File: src/rtl/spi_exec_pkg.sv
package spi_exec_pkg;

    localparam logic [3:0] OP_XFER  = 4'd0;
    localparam logic [3:0] OP_CSEL  = 4'd1;
    localparam logic [3:0] OP_WREG  = 4'd2;
    localparam logic [3:0] OP_MISC  = 4'd3;
    localparam logic [3:0] OP_CSINV = 4'd4;

    localparam logic [3:0] REG_DIV  = 4'd0;
    localparam logic [3:0] REG_MODE = 4'd1;
    localparam logic [3:0] REG_BPW  = 4'd2;

    localparam logic [3:0] MISC_SYNC  = 4'd0;
    localparam logic [3:0] MISC_SLEEP = 4'd1;

    typedef enum logic [1:0] {
        ST_IDLE,
        ST_WLOAD,
        ST_SHIFT,
        ST_SLEEP
    } state_e;

    // bit 3 .. bit 0 of the mode register
    typedef struct packed {
        logic sdo_hi;
        logic three_wire;
        logic cpol;
        logic cpha;
    } mode_t;

endpackage

File: src/rtl/spi_exec_tick.sv
module spi_exec_tick #(
    parameter int DIV_W = 8
) (
    input  logic             clk,
    input  logic             rst_n,
    input  logic             run,
    input  logic [DIV_W-1:0] div,
    output logic             tick
);
    logic [DIV_W-1:0] cnt_q;

    assign tick = run && (cnt_q == div);

    always_ff @(posedge clk) begin
        if (!rst_n)              cnt_q <= '0;
        else if (!run || tick)   cnt_q <= '0;
        else                     cnt_q <= cnt_q + 1'b1;
    end

    // half-period of divider+1 cycles, so ticks are spaced apart unless divider is 0
    a_r3_tick_gap: assert property (@(posedge clk) disable iff (!rst_n)
        (tick && div != '0) |=> !tick);

endmodule

File: src/rtl/spi_exec_shift.sv
module spi_exec_shift #(
    parameter int DATA_W = 32,
    parameter int BPW_W  = 6
) (
    input  logic              clk,
    input  logic              rst_n,
    input  logic              load,
    input  logic              wr_en,
    input  logic [DATA_W-1:0] tx_word,
    input  logic [BPW_W-1:0]  bpw,
    input  logic              shift_out,
    input  logic              sample_in,
    input  logic              sdi,
    output logic              sdo_bit,
    output logic [DATA_W-1:0] rx_word
);
    logic [DATA_W-1:0] tx_sr_q;
    logic [DATA_W-1:0] rx_sr_q;
    logic [BPW_W-1:0]  shamt;

    assign shamt   = BPW_W'(DATA_W) - bpw;
    assign sdo_bit = tx_sr_q[DATA_W-1];
    assign rx_word = rx_sr_q;

    always_ff @(posedge clk) begin
        if (!rst_n) begin
            tx_sr_q <= '0;
            rx_sr_q <= '0;
        end else if (load) begin
            tx_sr_q <= wr_en ? (tx_word << shamt) : '0;
            rx_sr_q <= '0;
        end else begin
            if (shift_out) tx_sr_q <= {tx_sr_q[DATA_W-2:0], 1'b0};
            if (sample_in) rx_sr_q <= {rx_sr_q[DATA_W-2:0], sdi};
        end
    end

endmodule

File: src/rtl/spi_exec_cs.sv
module spi_exec_cs #(
    parameter int NUM_CS = 8
) (
    input  logic              clk,
    input  logic              rst_n,
    input  logic              set_mask,
    input  logic              set_pol,
    input  logic [7:0]        arg,
    output logic [NUM_CS-1:0] cs_n
);
    logic [NUM_CS-1:0] mask_q;
    logic [NUM_CS-1:0] pol_pend_q;
    logic [NUM_CS-1:0] pol_act_q;

    assign cs_n = mask_q ^ pol_act_q;

    always_ff @(posedge clk) begin
        if (!rst_n) begin
            mask_q     <= '1;
            pol_pend_q <= '0;
            pol_act_q  <= '0;
        end else begin
            if (set_pol) pol_pend_q <= arg[NUM_CS-1:0];
            if (set_mask) begin
                mask_q    <= arg[NUM_CS-1:0];
                pol_act_q <= pol_pend_q;
            end
        end
    end

    // lines only move after a mask instruction; a polarity write alone leaves them
    a_r8_cs_hold: assert property (@(posedge clk) disable iff (!rst_n)
        !set_mask |=> $stable(cs_n));

endmodule

File: src/rtl/spi_cmd_exec.sv
module spi_cmd_exec
    import spi_exec_pkg::*;
#(
    parameter int DATA_W = 32,
    parameter int NUM_CS = 8,
    parameter int DIV_W  = 8
) (
    input  logic              clk,
    input  logic              rst_n,
    input  logic              cmd_valid,
    input  logic [15:0]       cmd_data,
    output logic              cmd_ready,
    input  logic              tx_valid,
    input  logic [DATA_W-1:0] tx_data,
    output logic              tx_ready,
    input  logic              rx_ready,
    output logic              rx_valid,
    output logic [DATA_W-1:0] rx_data,
    output logic              sclk,
    output logic              sdo,
    output logic              sdo_oe,
    input  logic              sdi,
    output logic [NUM_CS-1:0] cs_n,
    output logic [7:0]        sync_id,
    output logic              sync_pulse
);
    localparam int BPW_W = $clog2(DATA_W + 1);
    localparam int PH_W  = BPW_W + 1;
    localparam logic [BPW_W-1:0] BPW_RST = BPW_W'(8);

    state_e            state_q, state_d;
    logic [DIV_W-1:0]  div_q;
    mode_t             mode_q;
    logic [BPW_W-1:0]  bpw_q;
    logic              wr_q, rd_q;
    logic [7:0]        words_q;
    logic [PH_W-1:0]   phase_q;
    logic [8:0]        sleep_q;
    logic [7:0]        sync_id_q;
    logic              sync_pulse_q;

    logic [3:0] op, sel;
    logic [7:0] val;
    logic       acc, go, tick, last_ph, run;
    logic       load, shift_out, sample_in, sdo_bit;
    logic       set_mask, set_pol;
    logic [DATA_W-1:0] rx_word;

    assign op  = cmd_data[15:12];
    assign sel = cmd_data[11:8];
    assign val = cmd_data[7:0];

    assign acc     = cmd_valid && (state_q == ST_IDLE);
    assign go      = (!wr_q || tx_valid) && (!rd_q || rx_ready);
    assign last_ph = (phase_q == ({1'b0, bpw_q} << 1) - PH_W'(1));
    assign run     = (state_q == ST_SHIFT) || (state_q == ST_SLEEP);

    spi_exec_tick #(.DIV_W(DIV_W)) u_tick (
        .clk(clk), .rst_n(rst_n), .run(run), .div(div_q), .tick(tick)
    );

    spi_exec_shift #(.DATA_W(DATA_W), .BPW_W(BPW_W)) u_shift (
        .clk(clk), .rst_n(rst_n), .load(load), .wr_en(wr_q), .tx_word(tx_data),
        .bpw(bpw_q), .shift_out(shift_out), .sample_in(sample_in), .sdi(sdi),
        .sdo_bit(sdo_bit), .rx_word(rx_word)
    );

    spi_exec_cs #(.NUM_CS(NUM_CS)) u_cs (
        .clk(clk), .rst_n(rst_n), .set_mask(set_mask), .set_pol(set_pol),
        .arg(val), .cs_n(cs_n)
    );

    // next state
    always_comb begin
        state_d = state_q;
        unique case (state_q)
            ST_IDLE: begin
                if (acc && op == OP_XFER)                         state_d = ST_WLOAD;
                else if (acc && op == OP_MISC && sel == MISC_SLEEP) state_d = ST_SLEEP;
            end
            ST_WLOAD: if (go) state_d = ST_SHIFT;
            ST_SHIFT: if (tick && last_ph) state_d = (words_q == 8'd0) ? ST_IDLE : ST_WLOAD;
            ST_SLEEP: if (tick && sleep_q == 9'd0) state_d = ST_IDLE;
        endcase
    end

    always_ff @(posedge clk) begin
        if (!rst_n) state_q <= ST_IDLE;
        else        state_q <= state_d;
    end

    // settings and counters
    always_ff @(posedge clk) begin
        if (!rst_n) begin
            div_q        <= '0;
            mode_q       <= '0;
            bpw_q        <= BPW_RST;
            wr_q         <= 1'b0;
            rd_q         <= 1'b0;
            words_q      <= '0;
            phase_q      <= '0;
            sleep_q      <= '0;
            sync_id_q    <= '0;
            sync_pulse_q <= 1'b0;
        end else begin
            sync_pulse_q <= 1'b0;
            unique case (state_q)
                ST_IDLE: if (acc) begin
                    if (op == OP_XFER) begin
                        wr_q    <= sel[0];
                        rd_q    <= sel[1];
                        words_q <= val;
                    end else if (op == OP_WREG) begin
                        if (sel == REG_DIV)  div_q  <= DIV_W'(val);
                        if (sel == REG_MODE) mode_q <= mode_t'(val[3:0]);
                        if (sel == REG_BPW)  bpw_q  <= val[BPW_W-1:0];
                    end else if (op == OP_MISC) begin
                        if (sel == MISC_SYNC) begin
                            sync_id_q    <= val;
                            sync_pulse_q <= 1'b1;
                        end
                        if (sel == MISC_SLEEP) sleep_q <= {val, 1'b1};
                    end
                end
                ST_WLOAD: if (go) phase_q <= '0;
                ST_SHIFT: if (tick) begin
                    if (last_ph) begin
                        if (words_q != 8'd0) words_q <= words_q - 8'd1;
                    end else begin
                        phase_q <= phase_q + 1'b1;
                    end
                end
                ST_SLEEP: if (tick && sleep_q != 9'd0) sleep_q <= sleep_q - 9'd1;
            endcase
        end
    end

    // outputs and strobes
    always_comb begin
        cmd_ready  = (state_q == ST_IDLE);
        load       = (state_q == ST_WLOAD) && go;
        tx_ready   = load && wr_q;
        shift_out  = (state_q == ST_SHIFT) && tick && phase_q[0] && !last_ph;
        sample_in  = (state_q == ST_SHIFT) && tick && !phase_q[0];
        rx_valid   = (state_q == ST_SHIFT) && tick && last_ph && rd_q;
        rx_data    = rx_word;
        set_mask   = acc && (op == OP_CSEL);
        set_pol    = acc && (op == OP_CSINV);
        sclk       = mode_q.cpol ^ ((state_q == ST_SHIFT) && (phase_q[0] ^ mode_q.cpha));
        sdo        = ((state_q == ST_SHIFT) && wr_q) ? sdo_bit : mode_q.sdo_hi;
        sdo_oe     = !(mode_q.three_wire && rd_q && !wr_q &&
                       (state_q == ST_WLOAD || state_q == ST_SHIFT));
        sync_id    = sync_id_q;
        sync_pulse = sync_pulse_q;
    end

    // published tag is the value field of the instruction accepted one cycle earlier
    a_r9_sync_tag: assert property (@(posedge clk) disable iff (!rst_n)
        sync_pulse |-> (sync_id == $past(cmd_data[7:0]) && $past(cmd_valid && cmd_ready)));

    // no transmit pop without a word present
    a_r11_tx_pop: assert property (@(posedge clk) disable iff (!rst_n)
        tx_ready |-> tx_valid);

    // receive push only into a queue with room
    a_r5_rx_room: assert property (@(posedge clk) disable iff (!rst_n)
        rx_valid |-> rx_ready);

    // no instruction is taken while a transfer or sleep runs
    a_r1_busy_hold: assert property (@(posedge clk) disable iff (!rst_n)
        (state_q != ST_IDLE) |-> !cmd_ready);

endmodule

File: config.mk
export PLATFORM = sky130hd
export DESIGN_NAME = spi_cmd_exec
export DESIGN_NICKNAME = d
export VERILOG_FILES = /design/src/rtl/spi_exec_pkg.sv /design/src/rtl/spi_exec_tick.sv /design/src/rtl/spi_exec_shift.sv /design/src/rtl/spi_exec_cs.sv /design/src/rtl/spi_cmd_exec.sv
export SDC_FILE = /design/constraint.sdc
export NUM_CORES = 1
export LEC_CHECK = 0
export ABC_AREA = 0
export ABC_CLOCK_PERIOD_IN_PS = 3300
export BUFFER_PORTS_ARGS = -buffer_cell sky130_fd_sc_hd__buf_2
export CAP_MARGIN = 15
export CORE_MARGIN = 2
export CORE_UTILIZATION = 35
export CTS_CLUSTER_SIZE = 40
export DETAILED_ROUTE_END_ITERATION = 7
export HOLD_SLACK_MARGIN = 0.03
export SYNTH_ARGS = -nofsm -noshare
export SYNTH_HDL_FRONTEND = slang
export SYNTH_SLANG_ARGS = --single-unit
File: constraint.sdc
create_clock -name clk -period 3.3 [get_ports clk]
set_input_delay 0.495 -clock clk [delete_from_list [all_inputs] [get_ports clk]]
set_output_delay 0.495 -clock clk [all_outputs]
set_load 0.03 [all_outputs]
[Word-level counts from Yosys, hierarchy flattened]
Index checks and enable logic that the tools add are counted.
Operators by class
  add/sub/neg operators: 6
  $mul: 0
  divide/modulo/power cells: 0
  order comparisons: 0
  equality and inequality tests: 26
  shifts and indexed selects: 1
  muxes and demuxes: 29
  bitwise gates (word level): 9
  reductions and logical operators: 58
Operators with widths (number)
  $mux 32: 3
  $mux 9: 6
  $mux 8: 5
  $shl 32x6->32: 1
  $logic_and 1x1->1: 24
  $mux 7: 3
  $pmux 9 s2: 1
  $ne 2x1->1 const B: 8
  $pmux 8 s2: 1
  $reduce_and 5->1: 3
  $pmux 7 s2: 1
  $eq 4x2->1 const B: 3
  $ne 2x2->1 const B: 6
  $reduce_and 6->1: 2
  $mux 2: 5
  $logic_not 9->1: 1
  $reduce_bool 9->1: 1
  $sub 9x1->9 const B: 1
  $add 8x1->8 const B: 1
  $eq 4x1->1 const B: 2
  $eq 8x8->1: 1
  $logic_not 4->1: 2
  $logic_not 8->1: 1
  $pmux 2 s4: 1
  23 further kinds: 46
Word-level totals
  register bits: 151
  latch bits: 0
  RAM bits: 0
  memory bits (read-only): 0
  output and inout port bits: 55
  memories kept: 0

[Longest topological paths before layout]
Gate-level depths: netlist (run 1).
  depth after elaboration: 8
  depth in mapped cells: 13
  mapped depth without buffers: 8

[Hierarchy]
A second synthesis (run 1) with hierarchy kept.
Unflattened totals
  cell total of the unflattened synthesis: 1023
  area, all modules: 8951.1 µm²
Modules (own cells, without submodules)
  spi_exec_shift: times used 1, cells each 506, area each 4461.8 µm², seq. area each 1281.2 µm²
  spi_cmd_exec: times used 1, cells each 387, area each 3054.2 µm², seq. area each 1101.1 µm²
  spi_exec_cs: times used 1, cells each 85, area each 968.4 µm², seq. area each 480.5 µm²
  spi_exec_tick: times used 1, cells each 45, area each 466.7 µm², seq. area each 160.2 µm²

[Worst setup path after synthesis (run 1)]
No wires, ideal clock.
  path type: register to output
  from: register bpw_q[0]
  to: output rx_valid
  arrival: 2.758 ns
  data required time: 2.805 ns
  path slack: 0.047 ns
  cell stages (with the launch flop): 11
  buffers on the path: 3
  path through: dfxtp_1 -> buf_6 -> clkbuf_1 -> inv_1 -> ha_1 -> clkbuf_1 -> xor2_1 -> nand4_1 -> nor4b_4 -> and2_1 -> and4_1
Between the ends
  cells in the longest elaborated chain, start to end: 4
RTL lines
  start, declared: line spi_cmd_exec.sv:34  | logic [BPW_W-1:0] bpw_q;
  start signal, assigned: line spi_cmd_exec.sv:116  | if (sel == REG_BPW) bpw_q <= val[BPW_W-1:0];
  $sub 7x1->7: line spi_cmd_exec.sv:55  | assign last_ph = (phase_q == ({1'b0, bpw_q} << 1) - PH_W'(1));
  $eq 7x7->1: line spi_cmd_exec.sv:55
  $logic_and 1x1->1 (2 in series): line spi_cmd_exec.sv:145  | rx_valid = (state_q == ST_SHIFT) && tick && last_ph && rd_q;
  end, declared: line spi_cmd_exec.sv:17  | output logic rx_valid,
Every way passes these cells.

[Final worst setup path (run 1)]
Ends and elaborated chain as after synthesis.

==> results of run 1 <==
==> registers in the layout, summed over array words and instances, names as in the netlist <==
register	cells
bpw_q	6
div_q	8
mode_q	4
phase_q	7
rd_q	1
sleep_q	9
state_q	2
sync_id	8
sync_pulse	1
u_cs.mask_q	8
u_cs.pol_act_q	8
u_cs.pol_pend_q	8
u_shift.rx_word	32
u_shift.tx_sr_q	32
u_tick.cnt_q	8
words_q	8
wr_q	1
==> synth_stat cells, types with 6 or more instances <==
library cell,n,area share (%)
a21oi_1,111,6.5
a222oi_1,9,1.1
a22oi_1,8,0.71
a311oi_2,10,1.8
and3_1,6,0.44
buf_2,10,0.59
clkbuf_1,56,2.5
dfxtp_1,151,36
ha_1,10,1.5
inv_1,23,1.0
mux2i_1,61,7.2
mux4_2,28,7.4
nand2_1,188,8.3
nand3_1,33,1.9
nand4_1,8,0.59
nor2_1,52,2.3
nor2b_1,6,0.44
nor3_1,24,1.4
o211ai_1,10,0.88
o21ai_0,21,1.2
o31ai_1,18,1.6
or3_1,9,0.66
xnor2_1,7,0.72
xor2_1,25,2.6
==> cell type report <==
class / instances / area (um2)
timing repair buffer: 133 / 728
clock buffer: 17 / 425
sequential: 151 / 3020
inverter: 25 / 93.8
fill: 2491 / 14200
tap: 324 / 405
clock inverter: 15 / 135
multi-input combinational: 741 / 5090
==> through the flow <==
step | area, um2 | total power [mW] | hold slack [ns] | util [%]
after floorplan | 8510 | 3.26 | 0.428 | -
after global placement | 9330 | 3.61 | 0.439 | 38.7
after detailed placement | 9330 | 3.62 | 0.445 | 38.7
after CTS | 9900 | 5.48 | 0.290 | 41.1
after global routing | 9900 | 5.76 | 0.306 | 41.1
final | 9900 | 5.47 | 0.304 | 41.1
==> worst paths after layout <==
check,endpoint,cells past startpoint
worst min register to register,u_cs.pol_act_q[3]$_SDFFE_PN0P_,2
worst min-delay path,u_shift.rx_word[0]$_SDFFE_PP0P_,3
worst max-delay path,rx_valid,8
worst max register to register,u_shift.tx_sr_q[16]$_SDFFE_PN0P_,10
==> routing by layer <==
layer	up-vias	part of all wire, %
met2	186	46
met1	3647	48
met3	10	4.6
met5	-	0
met4	0	0.83
li1	3748	-
==> timing repair <==
action,4_1_cts,5_1_grt
endpoints found under the setup margin,1,1
setup buffers,1,0
pin swaps,1,0
gates resized for setup,0,1
==> power by group through the flow <==
stage	logic, mW	clock network, mW	registers (mW)
finish	1.50	1.86	2.11
global route	1.65	1.98	2.13
CTS	1.48	1.90	2.10
detailed placement	1.48	0	2.14
global placement	1.46	0	2.14
floorplan	1.14	0	2.12
==> worst max-delay path, stage by stage (launching register included) <==
cell and delay [ns]:
dfxtp_2 0.35, inv_1 0.09, ha_1 0.27, or3b_4 0.45, xnor2_2 0.17, nor4b_4 0.27, and2_1 0.17, and4_1 0.18
buf_2 0.21
==> kinds of logic (layout without fill, tap and decap cells) <==
group / Yosys count / in the layout / share of synthesized area [%]
flip-flops: 151 / 151 / 35.5
AO/OA/AOI/OAI: 239 / 239 / 19.3
buffers and inverters: 100 / 190 / 5.04
adder cells (fa/ha/maj): 10 / 10 / 1.47
AND/OR/NAND/NOR: 365 / 365 / 19.8
multiplexers: 92 / 92 / 15.0
XOR/XNOR: 35 / 35 / 3.94
==> run_results.csv, run 1 <==
group,metric,value,unit
status,outcome,"finished, final reports clean",
grt,overflow,0,
sta,relSlewSlack,39.4,%
sta,drv_slew,0,
final_layout,final_common_cell,"nand2_1",
floorplan,die_area,25600,um2
detailed_routing,wl_per_cell,16.2,um
worst_setup_path,worstPathMaxFanout,5,
yosys,ys_seq_elements,151,
grt,grt.busiest_layer,"met2",
placement,place_inst,1373,
clock_network,clk_path_buf_depth,2,
clock_network,cts_buffers,17,
yosys,synth_ff_type,"dfxtp_1",
floorplan,fp.dieH,160,um
detailed_routing,drt_first_iter_violations,617,
detailed_routing,drcViolationCount,0,
floorplan,die_width,160,um
grt,grt_max_degree,51,
sta,clock_skew,0.0103,ns
grt,grt_use_total,17.6,%
clock_network,clock_latency,0.43,ns
placement,hpwlAfterDp,15800,um
worst_setup_path,cp.required,2.80,ns
placement,port_buffers,108,
clock_network,holdBufCountCts,0,
power_and_ir_drop,p_leak,3.80,nW
yosys,syn-instance-count,992,
floorplan,core_area,24100,um2
grt,grt_use_met3,2.70,%
detailed_routing,wl,22800,um
clock_network,cts.sinks,151,
worst_setup_path,crit_type,"reg2out",
placement,pre_cts_ws,0.354,ns
power_and_ir_drop,peakVddDrop,0.351,mV
clock_network,clkTransAtPathRegs,0.07,ns
yosys,synth.net_count,1056,
clock_network,htreeDepth,4,
worst_setup_path,regToRegStartpoint,"bpw_q[0]$_SDFFE_PN0P_",
sta,hold_viol,0,
yosys,synth_cell_types,73,
run,drv_cap,0,
sta,tightest_slew,0.906,ns
detailed_routing,num_vias,7591,
power_and_ir_drop,pwr_density_cell,552,nW/um2
final_layout,drive_above_1_share,20.8,%
detailed_routing,antenna_left,0,
sta,post-route-min-period,3.09,ns
sta,setup_slack,0.206,ns
worst_setup_path,cp-startpoint,"bpw_q[0]$_SDFFE_PN0P_",
detailed_routing,viasPerCell,5.40,
yosys,ys_seq_area_share,35.5,%
detailed_routing,drt_first_pass_iters,5,
floorplan,initial_utilization,35.3,%
yosys,ys_async_sr_fraction,0,%
grt,grt_antenna_before_repair,0,
power_and_ir_drop,p_comb_share,27.4,%
final_layout,area_delta_synth_final,16.4,%
floorplan,io_pins,109,
clock_network,cts_root_buffer,"clkbuf_16",
grt,grt_pass1_vias,6917,
power_and_ir_drop,internal_power,3.52,mW
worst_setup_path,endpoint_kind,"primary output",
clock_network,cts_tree,"yes",
power_and_ir_drop,seqPwrFrac,38.5,%
grt,grt_first_pass_wirelength,36900,um
worst_hold_path,min_path_type,"in2reg",
sta,fmax,323,MHz
floorplan,rows,57,
power_and_ir_drop,p_clk_share,34.1,%
power_and_ir_drop,switching_share,35.6,%
final_layout,num_antenna_cells,0,
grt,grt_use_met2,28.3,%
yosys,syn_avg_cell_area,8.58,um2
sta,finalSetupTns,0,ns
final_layout,nets,1133,
worst_setup_path,critPathLaunchType,"flip-flop",
worst_setup_path,r2r_setup_slack,0.41,ns
sta,setup_viol,0,
placement,place_congestion,0.858,
sta,rsz0062_at_grt,"false",
worst_setup_path,arrival,2.60,ns
final_layout,final_cell_mix,"188 x nand2_1, 150 x dfxtp_1, 111 x a21oi_1",
grt,met1_usage,25.1,%
yosys,synth_warnings,0,
yosys,synth_edf_count,0,
yosys,syn_area,8510,um2
final_layout,fin_cells,1406,
power_and_ir_drop,p_switching,1.94,mW
sta,finalCritPeriodShare,93.8,%
worst_hold_path,hp-start,"sdi",
Power figures use the tool's default switching activity.
==> inputs of run 2 (changes only) <==
--- a/config.mk
+++ b/config.mk
@@ -6,14 +6,15 @@
 export NUM_CORES = 1
 export LEC_CHECK = 0
 export ABC_AREA = 0
-export ABC_CLOCK_PERIOD_IN_PS = 3300
+export ABC_CLOCK_PERIOD_IN_PS = 3600
 export BUFFER_PORTS_ARGS = -buffer_cell sky130_fd_sc_hd__buf_2
 export CAP_MARGIN = 15
 export CORE_MARGIN = 2
-export CORE_UTILIZATION = 35
+export CORE_UTILIZATION = 54
 export CTS_CLUSTER_SIZE = 40
 export DETAILED_ROUTE_END_ITERATION = 7
 export HOLD_SLACK_MARGIN = 0.03
+export PLACE_DENSITY = 0.75
 export SYNTH_ARGS = -nofsm -noshare
 export SYNTH_HDL_FRONTEND = slang
 export SYNTH_SLANG_ARGS = --single-unit
==> constraint.sdc (replaced) <==
create_clock -name clk -period 3.6 [get_ports clk]
set_input_delay 0.54 -clock clk [delete_from_list [all_inputs] [get_ports clk]]
set_output_delay 0.54 -clock clk [all_outputs]
set_load 0.03 [all_outputs]
==> run_results.csv, run 2 (synthesized netlist as in run 1, its figures left out) <==
group,metric,value,unit
sta,finalCritPeriodShare,95.2,%
grt,grt_use_met2,40.3,%
final_layout,final_common_cell,"nand2_1",
final_layout,n_fill_cell,1362,
sta,setup_viol,0,
sta,finalSetupTns,0,ns
worst_setup_path,cp.required,3.06,ns
clock_network,cts_resized,0,
clock_network,post_cts_buffers,0,
sta,tightest_slew,1.10,ns
detailed_routing,viasPerCell,6.04,
detailed_routing,drt_first_iter_violations,958,
worst_setup_path,critPathLaunchType,"flip-flop",
grt,grt_use_met3,4.67,%
worst_setup_path,arrival,2.89,ns
floorplan,core_area,15300,um2
clock_network,cts_root_buffer,"clkbuf_16",
worst_setup_path,crit_type,"reg2out",
power_and_ir_drop,p_leak,3.81,nW
worst_hold_path,min_path_type,"in2reg",
detailed_routing,drt_first_pass_iters,7,
clock_network,holdBufCountCts,0,
run,drv_cap,0,
final_layout,ff_latch_area,3020,um2
final_layout,final_cell_mix,"188 x nand2_1, 150 x dfxtp_1, 111 x a21oi_1",
sta,drv_slew,0,
floorplan,die_area,16800,um2
final_layout,multi_input_comb_area,5090,um2
worst_setup_path,worstPathMaxFanout,5,
final_layout,nets,1131,
power_and_ir_drop,pwr_density_cell,520,nW/um2
grt,grt_max_degree,50,
worst_setup_path,cp-startpoint,"bpw_q[0]$_SDFFE_PN0P_",
clock_network,clkTransAtPathRegs,0.07,ns
placement,pre_cts_ws,0.386,ns
final_layout,drive_above_1_share,20.6,%
grt,grt_first_pass_wirelength,35600,um
worst_setup_path,regToRegStartpoint,"bpw_q[0]$_SDFFE_PN0P_",
clock_network,cts_tree,"yes",
placement,hpwlAfterDp,15000,um
clock_network,cts.sinks,151,
status,outcome,"finished, final reports clean",
clock_network,htreeDepth,4,
grt,grt_pass1_vias,7048,
grt,grt_use_total,26.3,%
placement,place_congestion,0.886,
floorplan,io_pins,109,
sta,hold_viol,0,
floorplan,die_width,130,um
detailed_routing,num_vias,7802,
floorplan,initial_utilization,55.6,%
sta,fmax,292,MHz
sta,relSlewSlack,26.6,%
placement,port_buffers,108,
final_layout,num_antenna_cells,0,
sta,post-route-min-period,3.43,ns
grt,overflow,0,
grt,grt_antenna_before_repair,0,
sta,rsz0062_at_grt,"false",
clock_network,clk_path_buf_depth,2,
grt,met1_usage,38.4,%
worst_setup_path,endpoint_kind,"primary output",
floorplan,rows,45,
detailed_routing,wl_per_cell,16.9,um
detailed_routing,drcViolationCount,0,
final_layout,fin_cells,1291,
sta,setup_slack,0.173,ns
final_layout,area_delta_synth_final,14.7,%
clock_network,clock_latency,0.43,ns
worst_hold_path,hp-start,"sdi",
floorplan,fp.dieH,130,um
final_layout,finalInstanceArea,9770,um2
placement,dpl_cell_area,9180,um2
detailed_routing,wl,21800,um
power_and_ir_drop,peakVddDrop,0.383,mV
sta,clock_skew,0.0115,ns
detailed_routing,antenna_left,0,
grt,grt.busiest_layer,"met2",
clock_network,cts_buffers,17,
placement,place_inst,1258,
[run 2: cell count changes in the layout (fill, tap and decap cells not counted), sizes merged]
cell,previous run,this run
clkinv,7,4
inv,31,34
buf,133,131
bufinv,0,1
clkinvlp,2,1
[run 2: final cells by class]
type | instances | share of cell area [%]
Clock inverter | 15 | 1.59
Sequential cell | 151 | 31.0
Timing Repair Buffer | 131 | 7.30
Inverter | 25 | 0.961
Multi-Input combinational cell | 741 | 52.1
Tap cell | 211 | 2.70
Clock buffer | 17 | 4.36
[run 2: where the power goes]
| group | internal, mW | switching (mW) | leakage [nW] |
|---|---|---|---|
| registers | 1.83 | 0.105 | 1.22 |
| clock network | 0.982 | 0.794 | 0.286 |
| logic | 0.482 | 0.880 | 2.30 |
[run 2: critical path, cell delays in order, from the launching register on]
cell     delay [ns]
dfxtp_2        0.34
inv_1          0.09
ha_1           0.27
or3b_1         0.47
xnor2_2        0.20
nor4b_4        0.37
buf_4          0.20
and2_1         0.14
and4_1         0.18
buf_2          0.21
[run 2: final timing paths]
| path | endpoint | slack, ns | cells after the start |
|---|---|---|---|
| setup / recovery | rx_valid | 0.17 | 9 |
| hold / removal | u_shift.rx_word[0]$_SDFFE_PP0P_ | 0.35 | 3 |
| setup reg to reg | u_shift.tx_sr_q[25]$_SDFFE_PN0P_ | 0.33 | 9 |
| hold reg to reg | u_shift.rx_word[31]$_SDFFE_PP0P_ | 0.45 | 2 |
[run 2: metrics by stage]
step	utilization [%]	hold WS [ns]	power [mW]
after CTS	63.7	0.334	5.06
after detailed placement	59.9	0.446	3.30
after floorplan	-	0.428	2.99
after global routing	63.8	0.379	5.31
after global placement	59.9	0.438	3.27
final	63.8	0.352	5.08
[run 2: routing by layer]
layer	up-vias	share of wire, %
met5	-	0
met4	0	1.6
met3	34	6.8
met2	302	46
met1	3715	46
li1	3751	-
==> inputs of run 3 (changes only) <==
==> constraint.sdc (replaced) <==
create_clock -name clk -period 3.6 [get_ports clk]
set_input_delay 0.36 -clock clk [delete_from_list [all_inputs] [get_ports clk]]
set_output_delay 0.36 -clock clk [all_outputs]
set_load 0.03 [all_outputs]
==> run_results.csv, run 3 (synthesized netlist as in run 1, its figures left out) <==
group,metric,value,unit
sta,setup_viol,0,
floorplan,fp.dieH,130,um
floorplan,io_pins,109,
grt,grt_pass1_vias,7183,
final_layout,finalInstanceArea,9760,um2
placement,place_congestion,0.903,
clock_network,cts_buffers,17,
worst_setup_path,endpoint_kind,"primary output",
worst_hold_path,hp-start,"sdi",
worst_setup_path,r2r_cells,9,
power_and_ir_drop,peakVddDrop,0.374,mV
clock_network,clk_path_buf_depth,2,
worst_setup_path,slowest_delay,0.51,ns
sta,clock_skew,0.00925,ns
sta,hold_viol,0,
detailed_routing,wl_per_cell,16.8,um
worst_setup_path,slowest_stage,"nor4b_4",
clock_network,cts_resized,0,
worst_setup_path,regToRegStartpoint,"bpw_q[0]$_SDFFE_PN0P_",
final_layout,final_common_cell,"nand2_1",
sta,tightest_slew,1.19,ns
worst_setup_path,critPathLaunchType,"flip-flop",
sta,relSlewSlack,20.3,%
worst_setup_path,r2r_setup_slack,0.37,ns
clock_network,cts.sinks,151,
grt,grt_max_degree,37,
final_layout,n_fill_cell,1344,
floorplan,rows,45,
worst_hold_path,whs_path_depth,3,
sta,fmax,302,MHz
floorplan,core_area,15300,um2
grt,grt_antenna_before_repair,0,
detailed_routing,drt_first_iter_violations,764,
worst_setup_path,arrival,2.95,ns
detailed_routing,drcViolationCount,0,
final_layout,area_delta_synth_final,14.7,%
power_and_ir_drop,pwr_density_cell,523,nW/um2
worst_setup_path,cp.required,3.24,ns
sta,setup_slack,0.293,ns
run,drv_cap,0,
grt,overflow,0,
sta,rsz0062_at_grt,"false",
sta,whs,0.162,ns
clock_network,cts_tree,"yes",
detailed_routing,drt_first_pass_iters,7,
sta,post-route-min-period,3.31,ns
clock_network,clock_latency,0.44,ns
floorplan,die_width,130,um
detailed_routing,num_vias,7737,
placement,hpwlAfterDp,15000,um
final_layout,num_antenna_cells,0,
final_layout,nets,1127,
final_layout,drive_above_1_share,20.3,%
clock_network,post_cts_buffers,0,
clock_network,cts_root_buffer,"clkbuf_16",
sta,finalSetupTns,0,ns
placement,dpl_cell_area,9160,um2
status,outcome,"finished, final reports clean",
detailed_routing,wl,21700,um
grt,grt_use_total,26.7,%
worst_setup_path,regToRegEndpoint,"u_shift.tx_sr_q[21]$_SDFFE_PN0P_",
worst_setup_path,path_cells,"inv_1 -> ha_1 -> or3b_1 -> xnor2_2 -> nor4b_4 -> and2_1 -> and4_1 -> buf_2",
worst_hold_path,min_path_type,"in2reg",
worst_setup_path,crit_family,"simple AND/OR/NAND/NOR gates",
worst_setup_path,path_buf_inv,2,
sta,finalCritPeriodShare,91.9,%
floorplan,die_area,16800,um2
power_and_ir_drop,power,5.10,mW
detailed_routing,antenna_left,0,
floorplan,initial_utilization,55.6,%
grt,grt_first_pass_wirelength,36000,um
clock_network,htreeDepth,4,
worst_setup_path,worstPathMaxFanout,6,
clock_network,holdBufCountCts,0,
detailed_routing,viasPerCell,6.01,
worst_setup_path,crit_type,"reg2out",
placement,port_buffers,108,
placement,pre_cts_ws,0.441,ns
final_layout,final_cell_mix,"188 x nand2_1, 150 x dfxtp_1, 111 x a21oi_1",
sta,drv_slew,0,
power_and_ir_drop,p_leak,3.80,nW
worst_hold_path,hold_end,"u_shift.rx_word[0]$_SDFFE_PP0P_",
clock_network,clkTransAtPathRegs,0.07,ns
## run 3: metal layers
metal  GRT usage (%)  part of all wire (%)
met4            8.54                   2.0
met3            5.28                   6.5
met2            41.4                    46
met1            37.6                    45
met5               0                     0
## run 3: worst register-to-register path: stages, from the launching register on
cell and delay, ns:
dfxtp_2 0.32, inv_1 0.08, ha_1 0.28, or3b_1 0.48
xnor2_2 0.20, nor4b_4 0.51, a2111oi_4 0.14, or2_1 0.49
buf_4 0.34, o221a_1 0.26
## run 3: metrics by stage
stage	utilization (%)	cells
after floorplan	-	992
after global placement	59.8	1255
after detailed placement	59.8	1255
after CTS	63.7	1287
after global routing	63.7	1287
final	63.7	1287
## run 3: layout make-up
class | instances | area [um2] | share of cell area [%]
multi-input combinational | 741 | 5090 | 52.2
sequential | 151 | 3020 | 31.0
timing repair buffer | 127 | 683 | 7.00
clock buffer | 17 | 425 | 4.36
tap | 211 | 264 | 2.71
clock inverter | 15 | 179 | 1.83
inverter | 25 | 93.8 | 0.962
## run 3: how the worst max path moves through the flow
stage,cells past startpoint,start,to,slack [ns]
4_1_cts,8,bpw_q[0]$_SDFFE_PN0P_,rx_valid,0.30
6_report,8,bpw_q[0]$_SDFFE_PN0P_,rx_valid,0.29
5_1_grt,8,bpw_q[1]$_SDFFE_PN0P_,rx_valid,0.09
3_3_place_gp,9,bpw_q[1]$_SDFFE_PN0P_,u_shift.tx_sr_q[19]$_SDFFE_PN0P_,0.52
2_1_floorplan,13,bpw_q[0]$_SDFFE_PN0P_,u_shift.tx_sr_q[19]$_SDFFE_PN0P_,0.43
3_5_place_dp,9,bpw_q[1]$_SDFFE_PN0P_,u_shift.tx_sr_q[18]$_SDFFE_PN0P_,0.44
## run 3: power breakdown
part / internal (mW) / switching, mW / leakage, nW
Sequential: 1.83 / 0.101 / 1.22
Combinational: 0.482 / 0.868 / 2.28
Clock: 0.998 / 0.820 / 0.295
